===== src/rtl/mmu_seq_pkg.sv =====
package mmu_seq_pkg;

    localparam int DATA_W = 32;

    typedef enum logic [1:0] {
        RG_BASE  = 2'd0,
        RG_STAT  = 2'd1,
        RG_CMD   = 2'd2,
        RG_IRQEN = 2'd3
    } reg_sel_e;

    localparam logic [DATA_W-1:0] OP_PG_ON   = 32'd0;
    localparam logic [DATA_W-1:0] OP_PG_OFF  = 32'd1;
    localparam logic [DATA_W-1:0] OP_HOLD    = 32'd2;
    localparam logic [DATA_W-1:0] OP_RELEASE = 32'd3;
    localparam logic [DATA_W-1:0] OP_FLUSH   = 32'd4;
    localparam logic [DATA_W-1:0] OP_RESET   = 32'd6;
    localparam logic [DATA_W-1:0] IRQ_EN_VAL = 32'h3;
    localparam int                STAT_PG    = 0;

    typedef enum logic [2:0] {
        ST_IDLE, ST_PROBE, ST_CHKBASE, ST_WRITE, ST_WAIT, ST_VERIFY, ST_FINISH
    } state_e;

    typedef enum logic [2:0] {
        PH_HOLD, PH_RESET, PH_RESTORE, PH_PGON, PH_PGOFF, PH_RELEASE
    } phase_e;

    typedef struct packed {
        logic              we;
        reg_sel_e          rsel;
        logic [DATA_W-1:0] data;
    } access_t;

    function automatic phase_e next_phase(input logic dis_mode, input phase_e ph);
        case (ph)
            PH_HOLD:    return dis_mode ? PH_PGOFF : PH_RESET;
            PH_RESET:   return PH_RESTORE;
            PH_RESTORE: return PH_PGON;
            default:    return PH_RELEASE;
        endcase
    endfunction

    function automatic logic [1:0] phase_steps(input phase_e ph);
        return (ph == PH_RESTORE) ? 2'd3 : 2'd1;
    endfunction

    function automatic access_t phase_access(input phase_e ph, input logic [1:0] sub,
                                             input logic [DATA_W-1:0] base);
        access_t a;
        a.we   = 1'b1;
        a.rsel = RG_CMD;
        a.data = OP_HOLD;
        case (ph)
            PH_RESET:   a.data = OP_RESET;
            PH_PGON:    a.data = OP_PG_ON;
            PH_PGOFF:   a.data = OP_PG_OFF;
            PH_RELEASE: a.data = OP_RELEASE;
            PH_RESTORE: begin
                if (sub == 2'd0) begin
                    a.rsel = RG_BASE;
                    a.data = base;
                end else if (sub == 2'd1) begin
                    a.data = OP_FLUSH;
                end else begin
                    a.rsel = RG_IRQEN;
                    a.data = IRQ_EN_VAL;
                end
            end
            default:    a.data = OP_HOLD;
        endcase
        return a;
    endfunction

endpackage


===== src/rtl/mmu_seq_settle.sv =====
module mmu_seq_settle #(
    parameter int SETTLE_W = 16
) (
    input  logic                clk,
    input  logic                rst,
    input  logic                load,
    input  logic [SETTLE_W-1:0] len,
    output logic                expired
);
    logic [SETTLE_W-1:0] cnt_q;

    always_ff @(posedge clk) begin
        if (rst)
            cnt_q <= '0;
        else if (load)
            cnt_q <= len;
        else if (cnt_q != '0)
            cnt_q <= cnt_q - 1'b1;
    end

    assign expired = (cnt_q == '0);
endmodule


===== src/rtl/mmu_seq_walk.sv =====
module mmu_seq_walk #(
    parameter int IDX_W = 2,
    parameter int CNT_W = 3
) (
    input  logic             clk,
    input  logic             rst,
    input  logic             clear,
    input  logic             step,
    input  logic [CNT_W-1:0] count,
    input  logic [1:0]       steps,
    output logic [IDX_W-1:0] idx,
    output logic [1:0]       sub,
    output logic             last
);
    logic sub_end;

    assign sub_end = (sub == steps - 2'd1);
    assign last    = sub_end && (idx == IDX_W'(count - 1'b1));

    always_ff @(posedge clk) begin
        if (rst || clear) begin
            idx <= '0;
            sub <= '0;
        end else if (step) begin
            if (sub_end) begin
                sub <= '0;
                idx <= idx + 1'b1;
            end else begin
                sub <= sub + 2'd1;
            end
        end
    end


    idx_in_range_chk: assert property (@(posedge clk) disable iff (rst)
        CNT_W'(idx) < count);
endmodule


===== src/rtl/mmu_seq_fsm.sv =====
module mmu_seq_fsm
    import mmu_seq_pkg::*;
#(
    parameter int N_INST   = 4,
    parameter int IDX_W    = 2,
    parameter int CNT_W    = 3,
    parameter int SETTLE_W = 16
) (
    input  logic                clk,
    input  logic                rst,
    input  logic                en_req,
    input  logic                dis_req,
    input  logic [DATA_W-1:0]   base_val,
    input  logic [CNT_W-1:0]    cnt_in,
    input  logic [SETTLE_W-1:0] settle_in,
    input  logic [IDX_W-1:0]    walk_idx,
    input  logic [1:0]          walk_sub,
    input  logic                walk_last,
    input  logic                settle_done,
    input  logic                bus_ack,
    input  logic [DATA_W-1:0]   bus_rdata,
    output logic                walk_clear,
    output logic                walk_step,
    output logic [1:0]          walk_steps,
    output logic [CNT_W-1:0]    count,
    output logic                settle_load,
    output logic [SETTLE_W-1:0] settle_len,
    output logic                bus_req,
    output access_t             acc,
    output logic                busy,
    output logic                done,
    output logic                pass
);
    state_e              state;
    phase_e              phase;
    logic                dis_mode;
    logic                paged_q;
    logic                acc_q;
    logic                res_q;
    logic [CNT_W-1:0]    cnt_q;
    logic [DATA_W-1:0]   base_q;
    logic [SETTLE_W-1:0] settle_q;
    logic                pg_bit;
    logic                all_pg;

    function automatic logic [CNT_W-1:0] clamp_cnt(input logic [CNT_W-1:0] c);
        if (c == '0)
            return CNT_W'(1);
        if (c > CNT_W'(N_INST))
            return CNT_W'(N_INST);
        return c;
    endfunction

    assign pg_bit = bus_rdata[STAT_PG];
    assign all_pg = acc_q & pg_bit;

    always_comb begin
        bus_req = (state == ST_PROBE) || (state == ST_CHKBASE) ||
                  (state == ST_WRITE) || (state == ST_VERIFY);
        if (state == ST_WRITE)
            acc = phase_access(phase, walk_sub, base_q);
        else begin
            acc.we   = 1'b0;
            acc.rsel = (state == ST_CHKBASE) ? RG_BASE : RG_STAT;
            acc.data = '0;
        end
    end

    assign walk_step   = bus_ack;
    assign walk_clear  = (state == ST_IDLE) || (state == ST_WAIT) ||
                         (bus_ack && (walk_last || state == ST_CHKBASE));
    assign walk_steps  = (state == ST_WRITE) ? phase_steps(phase) : 2'd1;
    assign count       = cnt_q;
    assign settle_load = (state == ST_WRITE) && bus_ack && walk_last;
    assign settle_len  = settle_q;
    assign busy        = (state != ST_IDLE);
    assign done        = (state == ST_FINISH);
    assign pass        = res_q;

    always_ff @(posedge clk) begin
        if (rst) begin
            state    <= ST_IDLE;
            phase    <= PH_HOLD;
            dis_mode <= 1'b0;
            paged_q  <= 1'b0;
            acc_q    <= 1'b1;
            res_q    <= 1'b0;
            cnt_q    <= CNT_W'(1);
            base_q   <= '0;
            settle_q <= '0;
        end else begin
            case (state)
                ST_IDLE: begin
                    if (en_req || dis_req) begin
                        cnt_q    <= clamp_cnt(cnt_in);
                        base_q   <= base_val;
                        settle_q <= settle_in;
                        acc_q    <= 1'b1;
                        phase    <= PH_HOLD;
                    end
                    if (en_req) begin
                        dis_mode <= 1'b0;
                        state    <= ST_PROBE;
                    end else if (dis_req) begin
                        dis_mode <= 1'b1;
                        if (paged_q)
                            state <= ST_CHKBASE;
                        else begin
                            res_q <= 1'b1;
                            state <= ST_FINISH;
                        end
                    end
                end
                ST_PROBE: begin
                    if (bus_ack) begin
                        acc_q <= all_pg;
                        if (walk_last) begin
                            if (all_pg) begin
                                res_q   <= 1'b1;
                                paged_q <= 1'b1;
                                state   <= ST_FINISH;
                            end else
                                state <= ST_WRITE;
                        end
                    end
                end
                ST_CHKBASE: begin
                    if (bus_ack) begin
                        if (bus_rdata == '0) begin
                            res_q <= 1'b0;
                            state <= ST_FINISH;
                        end else
                            state <= ST_WRITE;
                    end
                end
                ST_WRITE: begin
                    if (bus_ack && walk_last)
                        state <= ST_WAIT;
                end
                ST_WAIT: begin
                    if (settle_done) begin
                        if (phase == PH_RELEASE) begin
                            if (dis_mode) begin
                                res_q   <= 1'b1;
                                paged_q <= 1'b0;
                                state   <= ST_FINISH;
                            end else begin
                                acc_q <= 1'b1;
                                state <= ST_VERIFY;
                            end
                        end else begin
                            phase <= next_phase(dis_mode, phase);
                            state <= ST_WRITE;
                        end
                    end
                end
                ST_VERIFY: begin
                    if (bus_ack) begin
                        acc_q <= all_pg;
                        if (walk_last) begin
                            res_q   <= all_pg;
                            paged_q <= all_pg;
                            state   <= ST_FINISH;
                        end
                    end
                end
                default: state <= ST_IDLE;
            endcase
        end
    end


    hold_until_ack_chk: assert property (@(posedge clk) disable iff (rst)
        bus_req && !bus_ack |=> bus_req && $stable(walk_idx) && $stable(acc));


    done_single_chk: assert property (@(posedge clk) disable iff (rst)
        done |=> !done);


    done_in_busy_chk: assert property (@(posedge clk) disable iff (rst)
        done |-> busy);


    start_needs_req_chk: assert property (@(posedge clk) disable iff (rst)
        $rose(busy) |-> $past(en_req || dis_req));


    quiet_while_settling_chk: assert property (@(posedge clk) disable iff (rst)
        !settle_done |-> !bus_req);
endmodule


===== src/rtl/mmu_seq_top.sv =====
module mmu_seq_top
    import mmu_seq_pkg::*;
#(
    parameter int  N_INST   = 4,
    parameter int  SETTLE_W = 16,
    localparam int IDX_W    = (N_INST > 1) ? $clog2(N_INST) : 1,
    localparam int CNT_W    = $clog2(N_INST + 1)
) (
    input  logic                clk,
    input  logic                rst,
    input  logic                en_req,
    input  logic                dis_req,
    input  logic [31:0]         base_val,
    input  logic [CNT_W-1:0]    inst_cnt,
    input  logic [SETTLE_W-1:0] settle_cycles,
    output logic                busy,
    output logic                done,
    output logic                pass,
    output logic                bus_req,
    output logic                bus_we,
    output logic [IDX_W-1:0]    bus_inst,
    output logic [1:0]          bus_reg,
    output logic [31:0]         bus_wdata,
    input  logic                bus_ack,
    input  logic [31:0]         bus_rdata
);
    logic                walk_clear;
    logic                walk_step;
    logic [1:0]          walk_steps;
    logic [CNT_W-1:0]    count;
    logic [IDX_W-1:0]    walk_idx;
    logic [1:0]          walk_sub;
    logic                walk_last;
    logic                settle_load;
    logic [SETTLE_W-1:0] settle_len;
    logic                settle_done;
    access_t             acc;

    mmu_seq_fsm #(
        .N_INST(N_INST), .IDX_W(IDX_W), .CNT_W(CNT_W), .SETTLE_W(SETTLE_W)
    ) u_fsm (
        .clk(clk), .rst(rst),
        .en_req(en_req), .dis_req(dis_req),
        .base_val(base_val), .cnt_in(inst_cnt), .settle_in(settle_cycles),
        .walk_idx(walk_idx), .walk_sub(walk_sub), .walk_last(walk_last),
        .settle_done(settle_done),
        .bus_ack(bus_ack), .bus_rdata(bus_rdata),
        .walk_clear(walk_clear), .walk_step(walk_step), .walk_steps(walk_steps),
        .count(count),
        .settle_load(settle_load), .settle_len(settle_len),
        .bus_req(bus_req), .acc(acc),
        .busy(busy), .done(done), .pass(pass)
    );

    mmu_seq_walk #(.IDX_W(IDX_W), .CNT_W(CNT_W)) u_walk (
        .clk(clk), .rst(rst),
        .clear(walk_clear), .step(walk_step),
        .count(count), .steps(walk_steps),
        .idx(walk_idx), .sub(walk_sub), .last(walk_last)
    );

    mmu_seq_settle #(.SETTLE_W(SETTLE_W)) u_settle (
        .clk(clk), .rst(rst),
        .load(settle_load), .len(settle_len), .expired(settle_done)
    );

    assign bus_we    = acc.we;
    assign bus_reg   = acc.rsel;
    assign bus_wdata = acc.data;
    assign bus_inst  = walk_idx;


    idle_after_reset_chk: assert property (@(posedge clk)
        $past(rst) |-> !busy && !done && !bus_req);
endmodule


===== config.mk =====
export PLATFORM = sky130hd
export DESIGN_NAME = mmu_seq_top
export DESIGN_NICKNAME = d
export VERILOG_FILES = /design/src/rtl/mmu_seq_pkg.sv /design/src/rtl/mmu_seq_settle.sv /design/src/rtl/mmu_seq_walk.sv /design/src/rtl/mmu_seq_fsm.sv /design/src/rtl/mmu_seq_top.sv
export SDC_FILE = /design/constraint.sdc
export NUM_CORES = 1
export LEC_CHECK = 0
export CAP_MARGIN = 15
export CORE_MARGIN = 1.5
export CORE_UTILIZATION = 25
export CTS_BUF_LIST = sky130_fd_sc_hd__clkbuf_16
export CTS_CLUSTER_DIAMETER = 120
export CTS_CLUSTER_SIZE = 24
export DETAILED_ROUTE_END_ITERATION = 12
export HOLD_SLACK_MARGIN = 0.12
export MAX_ROUTING_LAYER = met4
export PLACE_DENSITY = 0.57
export SYNTH_ARGS = -nofsm -noshare
export SYNTH_HDL_FRONTEND = slang
export SYNTH_SLANG_ARGS = --single-unit

===== constraint.sdc =====
create_clock -name clk -period 2.8 [get_ports clk]
set_clock_uncertainty 0.15 [all_clocks]
set_input_delay 0.56 -clock clk [delete_from_list [all_inputs] [get_ports clk]]
set_output_delay 0.56 -clock clk [all_outputs]
set_load 0.05 [all_outputs]

==> impl_metrics.tcl <==
set metrics [dict create \
    status "complete, no violations" \
    leakagePower_nw 2.36 \
    switchingPower_mw 2.12 \
    hold_ws_ps 298 \
    internal_power_mw 3.02 \
    yosysSeqAreaShare_pct 39.6 \
    gp_congestion 0.899 \
    syn_nets 631 \
    clock_path_buffers 2 \
    routed_via_density 4.76 \
    start_util_pct 25.5 \
    ys_warn_count 0 \
    maxUsedRoutingLayer "met4" \
    regArea_um2 1610 \
    drc 0 \
    setup-violations-final 0 \
    dieWidth_um 130 \
    diodes 0 \
    p_per_area_nw_per_um2 819 \
    worstMarginPinSlew_ps 633 \
    arrival_ps 2000 \
    dr.pass1.iters 5 \
    syn_to_final_growth_pct 55.3 \
    fillCellCount 1612 \
    synth_edf_count 0 \
    holdBufCountCts 0 \
    start_kind "flip-flop" \
    grt_pass1_vias 4201 \
    netlist_instances 539 \
    synth_seq_cells 80 \
    max_freq_ghz 0.369 \
    peakVddDrop_uv 453 \
    clkTransAtPathRegs_ps 60 \
    hold_viol 0 \
    portBuffers 128 \
    report.final.slew_viol_count 0 \
    clock-sinks 80 \
    clock_power_share_pct 20.4 \
    fin_crit_ps 2710 \
    finalCritPeriodShare_pct 96.7 \
    avgSynthCellArea_um2 7.50 \
    cts-buffers-inserted 9 \
    rows 46 \
    route.met2.wl_um 5840 \
    wl_met3_um 1070 \
    ys.flop_type "dfxtp_1" \
    routed_wl_um 12400 \
    grt_max_degree 61 \
    antenna_found_initial 0 \
    final_layout_size_suffix_gt1_share_pct 14.8 \
    power_frac_seq_pct 32.4 \
    finalNonFillerCells 880 \
    critPathCaptureType "primary output" \
    post-dp-hpwl_um 8910 \
    clk_latency_ps 350 \
    final_common_cell "nand2_1" \
    cts_tree "done" \
    placed_area_um2 5970 \
    min_path_type "flip-flop to flip-flop" \
    p_sw_share_pct 41.2 \
    ant_nets 0 \
    power_mw 5.15 \
    clockRootBuffer "clkbuf_16" \
    routedWlPerCell_um 14.1 \
    syn-cell-area_um2 4040 \
    rsz0062_at_grt "true" \
    finish.utilization_pct 39.7 \
    io_pins 129 \
    groute.usage.overall_pct 15.6 \
    drv_cap 0 \
    grt_remaining_overflow 0 \
    multiInputGateArea_um2 2310 \
    cp_max_fo 7 \
    share_comb_of_total_power_pct 47.1 \
    async_flop_share_pct 0 \
    m1WireLength_um 5240 \
    fin_area_um2 6280 \
    die_h_um 130 \
    num_vias 4191 \
    slew_headroom_pct 56.6 \
    drtIter0Drc 212 \
    critical_path_class "flip-flop to primary output" \
    synth.distinct_cells 46 \
    cp_data_required_time_ps 2090 \
    placed_cells 862 \
    fin_nets 751 \
    final_cell_mix "nand2_1 (116), clkdlybuf4s50_1 (90), dfxtp_1 (77)" \
    die_area_um2 16900 \
    htreeDepth 3 \
    grt_pass1_wl_um 20000 \
    core-area_um2 15800 \
]
## synth_stat cells (2+ instances only)
master,n,area [um2]
nand4_1,4,25.0
ha_1,4,50.1
nor4_1,11,68.8
o41ai_1,2,17.5
xor2_1,5,43.8
nor4_2,2,25.0
or4_1,3,22.5
or3_1,4,25.0
nor2_1,41,154
buf_2,9,45.0
mux2_2,2,22.5
and2_1,29,181
mux2i_1,7,70.1
a311o_1,2,20.0
xnor2_1,9,78.8
o21ai_0,7,35.0
o31ai_1,7,52.6
clkbuf_1,25,93.8
a21oi_1,75,375
nor3_1,23,115
nor3_2,2,20.0
nor2b_1,7,43.8
o21a_1,2,15.0
a32o_1,2,20.0
nor3b_1,4,30.0
nand2_1,117,439
inv_1,13,48.8
nand2b_1,3,18.8
a211oi_1,8,60.1
a31oi_1,3,18.8
nand3_1,10,50.1
dfxtp_1,80,1600
o311ai_0,4,35.0
## critical path, stage by stage (launching register included)
cell     delay (ps)
dfxtp_4         360
inv_1           110
ha_1            200
nor2b_2         200
a21oi_1          60
nor3b_1         210
nor2_1           90
nor3_2          250
buf_12          170
## flip-flops by register name, summed over array words and instances, names as in the netlist
register and count:
u_fsm.acc_q 1, u_fsm.base_q 32, u_fsm.count 2, u_fsm.dis_mode 1, u_fsm.paged_q 1, u_fsm.pass 1, u_fsm.phase 3, u_fsm.settle_len 16
u_fsm.state 3, u_settle.cnt_q 16, u_walk.idx 2, u_walk.sub 2
## layout make-up
cell class                 count  area share (%)
timing repair buffer         144            28.3
multi-input combinational    411            36.8
inverter                      13           0.837
tap                          216            4.30
clock buffer                   9            3.59
sequential                    80            25.6
clock inverter                 7           0.498
## metrics by stage
| step | setup WS [ps] | TNS (ps) |
|---|---|---|
| CTS | -5.98 | -5.98 |
| global placement | 290 | 0 |
| global route | 3.35 | 0 |
| floorplan | 69.9 | 0 |
| finish | 91.3 | 0 |
| detailed placement | 262 | 0 |
## power groups by stage
| stage | logic (mW) | registers (mW) | clock network [mW] |
|---|---|---|---|
| floorplan | 1.67 | 1.65 | 0 |
| global placement | 2.39 | 1.68 | 0 |
| detailed placement | 2.43 | 1.69 | 0 |
| CTS | 2.44 | 1.67 | 1.08 |
| global route | 2.71 | 1.71 | 1.13 |
| finish | 2.43 | 1.67 | 1.05 |
## metal layers
metal	global-route usage, %	vias up
li1	-	2093
met1	17.3	1915
met2	25.9	165
met3	4.51	18
met4	7.32	0
met5	-	-
## cell families (layout without fill, tap and decap cells)
kind of cell	after synthesis	after routing	share of synthesized area (%)
AO/OA/AOI/OAI	118	118	17.2
XOR/XNOR	14	14	3.03
adder cells (fa/ha/maj)	4	4	1.24
buffers and inverters	48	173	4.83
flip-flops	80	80	39.6
multiplexers	9	9	2.29
AND/OR/NAND/NOR	266	266	31.8
## final timing paths
check                                      start          endpoint  slack, ps  cells past startpoint
worst max-delay path               u_walk.sub[1]      bus_wdata[2]         90                      8
worst min-delay path            u_fsm.base_q[27]  u_fsm.base_q[27]        300                      2
worst max register to register     u_walk.idx[1]    u_fsm.state[0]        570                      6
worst min register to register  u_fsm.base_q[27]  u_fsm.base_q[27]        300                      2
## timing repair
item	CTS	global route
gates resized for setup	7	7
cloned	1	0
pin swaps	0	2
endpoints found under the setup margin	30	31
setup buffers	0	1
Power figures use the tool's default switching activity.
